### config.mk
export PLATFORM = sky130hd
export DESIGN_NAME = necc_corrector
export DESIGN_NICKNAME = d
export VERILOG_FILES = /design/src/rtl/necc_pkg.sv /design/src/rtl/necc_encoder.sv /design/src/rtl/necc_classify.sv /design/src/rtl/necc_pipe.sv /design/src/rtl/necc_flip.sv /design/src/rtl/necc_corrector.sv
export SDC_FILE = /design/constraint.sdc
export NUM_CORES = 1
export LEC_CHECK = 0
export ABC_AREA = 1
export ABC_CLOCK_PERIOD_IN_PS = 1590
export BUFFER_PORTS_ARGS = -buffer_cell sky130_fd_sc_hd__buf_2
export CAP_MARGIN = 20
export CORE_MARGIN = 3
export CORE_UTILIZATION = 40
export CTS_CLUSTER_SIZE = 24
export DETAILED_ROUTE_END_ITERATION = 8
export PLACE_DENSITY = 0.75
export SYNTH_ARGS = -nofsm -noshare
export SYNTH_HDL_FRONTEND = slang
export SYNTH_SLANG_ARGS = --single-unit
### constraint.sdc
create_clock -name clk -period 1.59 [get_ports clk]
set_input_delay 0.2385 -clock clk [delete_from_list [all_inputs] [get_ports clk]]
set_output_delay 0.2385 -clock clk [all_outputs]
set_load 0.02 [all_outputs]
### src/rtl/necc_pkg.sv
package necc_pkg;

  typedef enum logic [1:0] {
    ST_CLEAN = 2'd0,
    ST_FIXED = 2'd1,
    ST_CODE  = 2'd2,
    ST_FATAL = 2'd3
  } necc_status_e;

  localparam int BIT_W = 3;

endpackage

### src/rtl/necc_encoder.sv
module necc_encoder #(
  parameter int PAR_W  = 32,
  parameter int HALF_W = 12,
  parameter int HI_LSB = 16
) (
  input  logic                  clk,
  input  logic                  rst,
  input  logic                  valid_i,
  input  logic [PAR_W-1:0]      parity_i,
  output logic                  valid_o,
  output logic [2*HALF_W-1:0]   code_o
);

  localparam int CODE_W = 2 * HALF_W;

  logic [CODE_W-1:0] packed_code;

  // Upper half of the parity word lands above the lower half, then the
  // whole code is inverted so an erased page reads back as all ones.
  assign packed_code = ~{parity_i[HI_LSB +: HALF_W], parity_i[0 +: HALF_W]};

  always_ff @(posedge clk) begin
    if (rst) begin
      valid_o <= 1'b0;
      code_o  <= '0;
    end else begin
      valid_o <= valid_i;
      if (valid_i) begin
        code_o <= packed_code;
      end
    end
  end

endmodule

### src/rtl/necc_classify.sv
module necc_classify
  import necc_pkg::*;
#(
  parameter int HALF_W       = 12,
  parameter int SECTOR_BYTES = 512
) (
  input  logic [2*HALF_W-1:0]      stored_i,
  input  logic [2*HALF_W-1:0]      computed_i,
  output necc_status_e             status_o,
  output logic [HALF_W-BIT_W-1:0]  idx_o,
  output logic [BIT_W-1:0]         bit_o
);

  localparam int CODE_W = 2 * HALF_W;
  localparam int IDX_W  = HALF_W - BIT_W;

  logic [CODE_W-1:0] diff;
  logic [HALF_W-1:0] diff_hi;
  logic [HALF_W-1:0] diff_lo;
  logic              is_zero;
  logic              pair_ok;
  logic              lone_bit;
  logic              in_range;
  logic [IDX_W-1:0]  cand_idx;
  logic [BIT_W-1:0]  cand_bit;

  assign diff     = stored_i ^ computed_i;
  assign diff_hi  = diff[CODE_W-1:HALF_W];
  assign diff_lo  = diff[HALF_W-1:0];
  assign is_zero  = (diff == '0);
  assign pair_ok  = ((diff_hi ^ diff_lo) == '1);
  assign lone_bit = ((diff & (diff - 1'b1)) == '0);
  assign cand_idx = diff_hi[HALF_W-1:BIT_W];
  assign cand_bit = diff_hi[BIT_W-1:0];

  // The range test disappears when the index field cannot exceed the sector.
  generate
    if (SECTOR_BYTES >= (1 << IDX_W)) begin : g_full_range
      assign in_range = 1'b1;
    end else begin : g_bounded
      assign in_range = (cand_idx < IDX_W'(SECTOR_BYTES));
    end
  endgenerate

  always_comb begin
    status_o = ST_FATAL;
    idx_o    = '0;
    bit_o    = '0;
    if (is_zero) begin
      status_o = ST_CLEAN;
    end else if (pair_ok) begin
      if (in_range) begin
        status_o = ST_FIXED;
        idx_o    = cand_idx;
        bit_o    = cand_bit;
      end
    end else if (lone_bit) begin
      status_o = ST_CODE;
    end
  end

endmodule

### src/rtl/necc_pipe.sv
module necc_pipe #(
  parameter int W     = 8,
  parameter int DEPTH = 1
) (
  input  logic         clk,
  input  logic         rst,
  input  logic [W-1:0] d_i,
  output logic [W-1:0] q_o
);

  generate
    if (DEPTH == 0) begin : g_wire
      assign q_o = d_i;
    end else begin : g_regs
      logic [W-1:0] stage [DEPTH];
      for (genvar s = 0; s < DEPTH; s++) begin : g_stage
        always_ff @(posedge clk) begin
          if (rst) begin
            stage[s] <= '0;
          end else if (s == 0) begin
            stage[s] <= d_i;
          end else begin
            stage[s] <= stage[(s == 0) ? 0 : s-1];
          end
        end
      end
      assign q_o = stage[DEPTH-1];
    end
  endgenerate

endmodule

### src/rtl/necc_flip.sv
module necc_flip
  import necc_pkg::*;
(
  input  logic [7:0]       byte_i,
  input  logic [BIT_W-1:0] bit_i,
  input  logic             en_i,
  output logic [7:0]       byte_o
);

  logic [7:0] mask;

  generate
    for (genvar b = 0; b < 8; b++) begin : g_mask
      assign mask[b] = (bit_i == BIT_W'(b));
    end
  endgenerate

  assign byte_o = en_i ? (byte_i ^ mask) : 8'h00;

endmodule

### src/rtl/necc_corrector.sv
module necc_corrector
  import necc_pkg::*;
#(
  parameter int PAR_W        = 32,
  parameter int HALF_W       = 12,
  parameter int HI_LSB       = 16,
  parameter int SECTOR_BYTES = 512,
  parameter int RD_LAT       = 1
) (
  input  logic                     clk,
  input  logic                     rst,
  input  logic                     enc_valid_i,
  input  logic [PAR_W-1:0]         enc_parity_i,
  output logic                     enc_valid_o,
  output logic [2*HALF_W-1:0]      enc_code_o,
  input  logic                     chk_valid_i,
  input  logic [2*HALF_W-1:0]      chk_stored_i,
  input  logic [2*HALF_W-1:0]      chk_computed_i,
  output logic                     fetch_req_o,
  output logic [HALF_W-BIT_W-1:0]  fetch_idx_o,
  input  logic [7:0]               fetch_byte_i,
  output logic                     chk_valid_o,
  output logic [1:0]               chk_status_o,
  output logic [HALF_W-BIT_W-1:0]  chk_byte_idx_o,
  output logic [BIT_W-1:0]         chk_bit_idx_o,
  output logic [7:0]               chk_byte_o
);

  localparam int IDX_W  = HALF_W - BIT_W;
  localparam int META_W = 1 + 2 + IDX_W + BIT_W;

  // Write path
  necc_encoder #(
    .PAR_W  (PAR_W),
    .HALF_W (HALF_W),
    .HI_LSB (HI_LSB)
  ) enc_u (
    .clk      (clk),
    .rst      (rst),
    .valid_i  (enc_valid_i),
    .parity_i (enc_parity_i),
    .valid_o  (enc_valid_o),
    .code_o   (enc_code_o)
  );

  // Read path, stage 1: classify and register
  necc_status_e      cls_status;
  logic [IDX_W-1:0]  cls_idx;
  logic [BIT_W-1:0]  cls_bit;

  necc_classify #(
    .HALF_W       (HALF_W),
    .SECTOR_BYTES (SECTOR_BYTES)
  ) cls_u (
    .stored_i   (chk_stored_i),
    .computed_i (chk_computed_i),
    .status_o   (cls_status),
    .idx_o      (cls_idx),
    .bit_o      (cls_bit)
  );

  logic              s1_valid;
  necc_status_e      s1_status;
  logic [IDX_W-1:0]  s1_idx;
  logic [BIT_W-1:0]  s1_bit;

  always_ff @(posedge clk) begin
    if (rst) begin
      s1_valid  <= 1'b0;
      s1_status <= ST_CLEAN;
      s1_idx    <= '0;
      s1_bit    <= '0;
    end else begin
      s1_valid <= chk_valid_i;
      if (chk_valid_i) begin
        s1_status <= cls_status;
        s1_idx    <= cls_idx;
        s1_bit    <= cls_bit;
      end
    end
  end

  assign fetch_req_o = s1_valid && (s1_status == ST_FIXED);
  assign fetch_idx_o = s1_idx;

  // Hold the stage 1 result while the byte lookup completes
  logic [META_W-1:0] meta_d;
  logic [META_W-1:0] meta_q;

  assign meta_d = {s1_valid, 2'(s1_status), s1_idx, s1_bit};

  necc_pipe #(
    .W     (META_W),
    .DEPTH (RD_LAT)
  ) wait_u (
    .clk (clk),
    .rst (rst),
    .d_i (meta_d),
    .q_o (meta_q)
  );

  logic              w_valid;
  necc_status_e      w_status;
  logic [IDX_W-1:0]  w_idx;
  logic [BIT_W-1:0]  w_bit;

  assign w_valid  = meta_q[META_W-1];
  assign w_status = necc_status_e'(meta_q[META_W-2 -: 2]);
  assign w_idx    = meta_q[BIT_W +: IDX_W];
  assign w_bit    = meta_q[BIT_W-1:0];

  // Stage 2: repair the fetched byte and register the result
  logic [7:0] fixed_byte;

  necc_flip flip_u (
    .byte_i (fetch_byte_i),
    .bit_i  (w_bit),
    .en_i   (w_status == ST_FIXED),
    .byte_o (fixed_byte)
  );

  always_ff @(posedge clk) begin
    if (rst) begin
      chk_valid_o    <= 1'b0;
      chk_status_o   <= 2'(ST_CLEAN);
      chk_byte_idx_o <= '0;
      chk_bit_idx_o  <= '0;
      chk_byte_o     <= '0;
    end else begin
      chk_valid_o <= w_valid;
      if (w_valid) begin
        chk_status_o   <= 2'(w_status);
        chk_byte_idx_o <= w_idx;
        chk_bit_idx_o  <= w_bit;
        chk_byte_o     <= fixed_byte;
      end
    end
  end

endmodule

==> impl_metrics.tcl <==
set metrics [dict create \
    gr-total-overflow 0 \
    max_freq_mhz 757 \
    portBuffers 141 \
    ys_seq_area_share_pct 38.3 \
    use_met2_pct 29.2 \
    synthTopCellsByCount "nand2_1, nor2_1, dfxtp_1" \
    max_stage_delay_ns 0.19 \
    track_usage_pct 17.4 \
    grt_util_met3_pct 3.49 \
    pwr-share-seq_pct 46.8 \
    worst_path_most_repeated_cell "nand2_1" \
    yosysTopAreaCell "dfxtp_1" \
    worstPathArrival_ns 1.56 \
    routed_wirelength_mm 9.74 \
    clkPwrFrac_pct 34.3 \
    drv_slew 0 \
    initial_core_util_pct 41.4 \
    path_clk_slew_ns 0.09 \
    clock_latency_ns 0.35 \
    status "finished clean" \
    row_count 36 \
    die_x_um 107 \
    synth.distinct_cells 28 \
    cts_buffer_depth 2 \
    grt_pass1_vias 3582 \
    yosys.area_share.adder_pct 0 \
    die_area_um2 11400 \
    worst-path-buf-inv 1 \
    busiest_layer "met2" \
    cts_tree "done" \
    timing.final.crit_share_pct 83.1 \
    postCtsSetupRepairBufs 0 \
    r2r_start "wait_u.g_regs.stage[0][0]$_SDFF_PP0_" \
    nNetsFinal 857 \
    syn_to_final_growth_pct 27.4 \
    cts_max_level 3 \
    power_switching_share_pct 29.7 \
    vias_per_cell 4.52 \
    reg2reg_slack_ns 0.36 \
    core-area_um2 9860 \
    max_slew_margin_pct 69.2 \
    fin_total_pwr_mw 4.38 \
    cp_max_fo 3 \
    critPathRequiredTime_ns 1.83 \
    min_from "enc_parity_i[19]" \
    cp_top_family "simple AND/OR/NAND/NOR gates" \
    cts.sinks 78 \
    ir_worst_vdd_uv 528 \
    p_per_area_nw_per_um2 842 \
    grt_pass1_wl_mm 16.3 \
    avgRoutedWirePerCell_um 10.8 \
    synthMuxAreaShare_pct 0 \
    synthSimpleGateAreaFrac_pct 37.3 \
    min_to "enc_u.code_o[15]$_SDFFE_PP0P_" \
    drive_gt1_share_pct 30.1 \
    grt_antenna_before_repair 0 \
    synth_edf_count 0 \
    ff2ff_path_depth 5 \
    syn_nets 711 \
    synth_top_area_share_pct 38.3 \
    synth_cells 619 \
    cts_hold_buf 0 \
    p_leak_nw 2.63 \
    first_pass_iters 5 \
    diodes 0 \
    io_pins 150 \
    syn_area_per_cell_um2 6.59 \
    synth_area_um2 4080 \
    endpoint_kind "flop" \
    yosys_warnings 0 \
    synth_top_family_by_area "simple AND/OR/NAND/NOR gates" \
    cts_resized 0 \
    register_area_um2 1560 \
    num_vias 4079 \
    ant_nets 0 \
    critPathKind "input port to flop" \
    comb_power_share_pct 18.8 \
    hold_viol 0 \
    setup_viol_count_final 0 \
    cp_cell_sequence "buf_2, xnor2_1, nand2_1, nor2_1, nand2_1, nand2_1, nand2_1, nor3_1, nand3_1, o21bai_1, nand2_1" \
    fill_cells 1017 \
    root_buffer "clkbuf_8" \
    synth_compound_area_share_pct 13.8 \
    worstReg2RegEnd "chk_byte_o[7]$_SDFFE_PP0P_" \
    hold_depth 2 \
    p_sw_mw 1.30 \
    drc 0 \
    async_reset_ff_share_pct 0 \
    synth.most_common_cell "nand2_1" \
    synth-seq-cells 78 \
    rsz0062_at_grt "no" \
    grt_max_degree 50 \
    p_int_mw 3.08 \
    place_hpwl_mm 7.68 \
    numCtsBuffers 9 \
    cp.depth 11 \
    tightest_slew_ns 0.461 \
    timing.final.crit_period_ns 1.32 \
    yosys-top-cells-area "dfxtp_1, nand2_1, nor2_1" \
    die_h_um 107 \
    final_area_um2 5200 \
    use_met1_pct 22.4 \
    maxCapViolations 0 \
    drt_iter0_markers 207 \
    crit_slowest_cell "xnor2_1" \
    synthFlopType "dfxtp_1" \
    min-delay-path-class "input port to flop" \
    fin_worst_skew_ns 0.00814 \
    post_dp_cell_area_um2 4990 \
    crit_path_start_kind "input port" \
    synth_xor_area_share_pct 2.58 \
    place.gp.congestion 0.924 \
    multiInputGateArea_um2 2190 \
]
-- through the flow --
stage               hold WS (ns)  std cells  TNS [ns]  util [%]  worst slack, ns
CTS                       0.0268        903         0      52.7            0.259
finish                    0.0529        903         0      52.7            0.269
global route              0.0236        903         0      52.7           0.0712
floorplan                  0.333        619         0         -            0.258
detailed placement         0.412        887    -0.228      50.6          -0.0583
global placement           0.411        887   -0.0738      50.6          -0.0410
-- cells by family after synthesis --
kind of cell	count (synthesis)
flops	78
buf+inv	87
xor+xnor	12
simple gates	342
compound gates	100
-- power groups by stage --
stage	sequential (mW)	clock [mW]	combinational, mW
finish	2.05	1.50	0.823
floorplan	2.17	0	0.442
detailed placement	2.10	0	0.825
CTS	2.05	1.55	0.828
global placement	2.09	0	0.816
global route	2.06	1.64	0.928
-- state kept, by name, indices dropped and copies added, names as in the netlist --
register / cells
chk_bit_idx_o: 3
chk_byte_idx_o: 9
chk_byte_o: 8
chk_status_o: 2
chk_valid_o: 1
enc_u.code_o: 24
enc_u.valid_o: 1
fetch_idx_o: 9
s1_bit: 3
s1_status: 2
s1_valid: 1
wait_u.g_regs.stage: 15
-- placed cells by master (no fill, tap or decap), types with 8 or more instances in the layout --
cell	netlist	routed
a21oi_1	38	38
buf_2	2	141
buf_4	0	13
clkbuf_8	0	9
dfxtp_1	78	78
inv_1	62	62
nand2_1	187	187
nand2_2	17	17
nand3_1	19	19
nor2_1	79	79
nor2_2	8	8
nor2_4	9	9
o21ai_0	43	43
o21ai_2	10	10
xnor2_1	8	8
-- routing by layer --
metal | vias to the layer above | part of all wire (%)
met5 | - | 0
met4 | 0 | 1.2
met3 | 12 | 5.3
met2 | 98 | 47
met1 | 1736 | 46
li1 | 2233 | -
-- final cells by class --
cell class	instances	share of cell area (%)
Clock buffer	9	2.38
Clock inverter	7	1.54
Inverter	67	4.84
Multi-Input combinational cell	454	42.1
Sequential cell	78	30.1
Tap cell	133	3.20
Timing Repair Buffer	155	15.8
-- worst max-delay path by stage --
stage,startpoint,endpoint,slack [ns]
3_3_place_gp,chk_stored_i[10],s1_status[0]$_SDFFE_PP0P_,-0.04
6_report,chk_computed_i[3],s1_status[0]$_SDFFE_PP0P_,0.27
2_1_floorplan,chk_computed_i[18],s1_status[0]$_SDFFE_PP0P_,0.26
4_1_cts,s1_status[0]$_SDFFE_PP0P_,fetch_req_o,0.26
5_1_grt,chk_stored_i[7],s1_status[0]$_SDFFE_PP0P_,0.07
3_5_place_dp,chk_stored_i[10],s1_status[0]$_SDFFE_PP0P_,-0.06
Note: power is estimated with default switching activity, not from simulation.
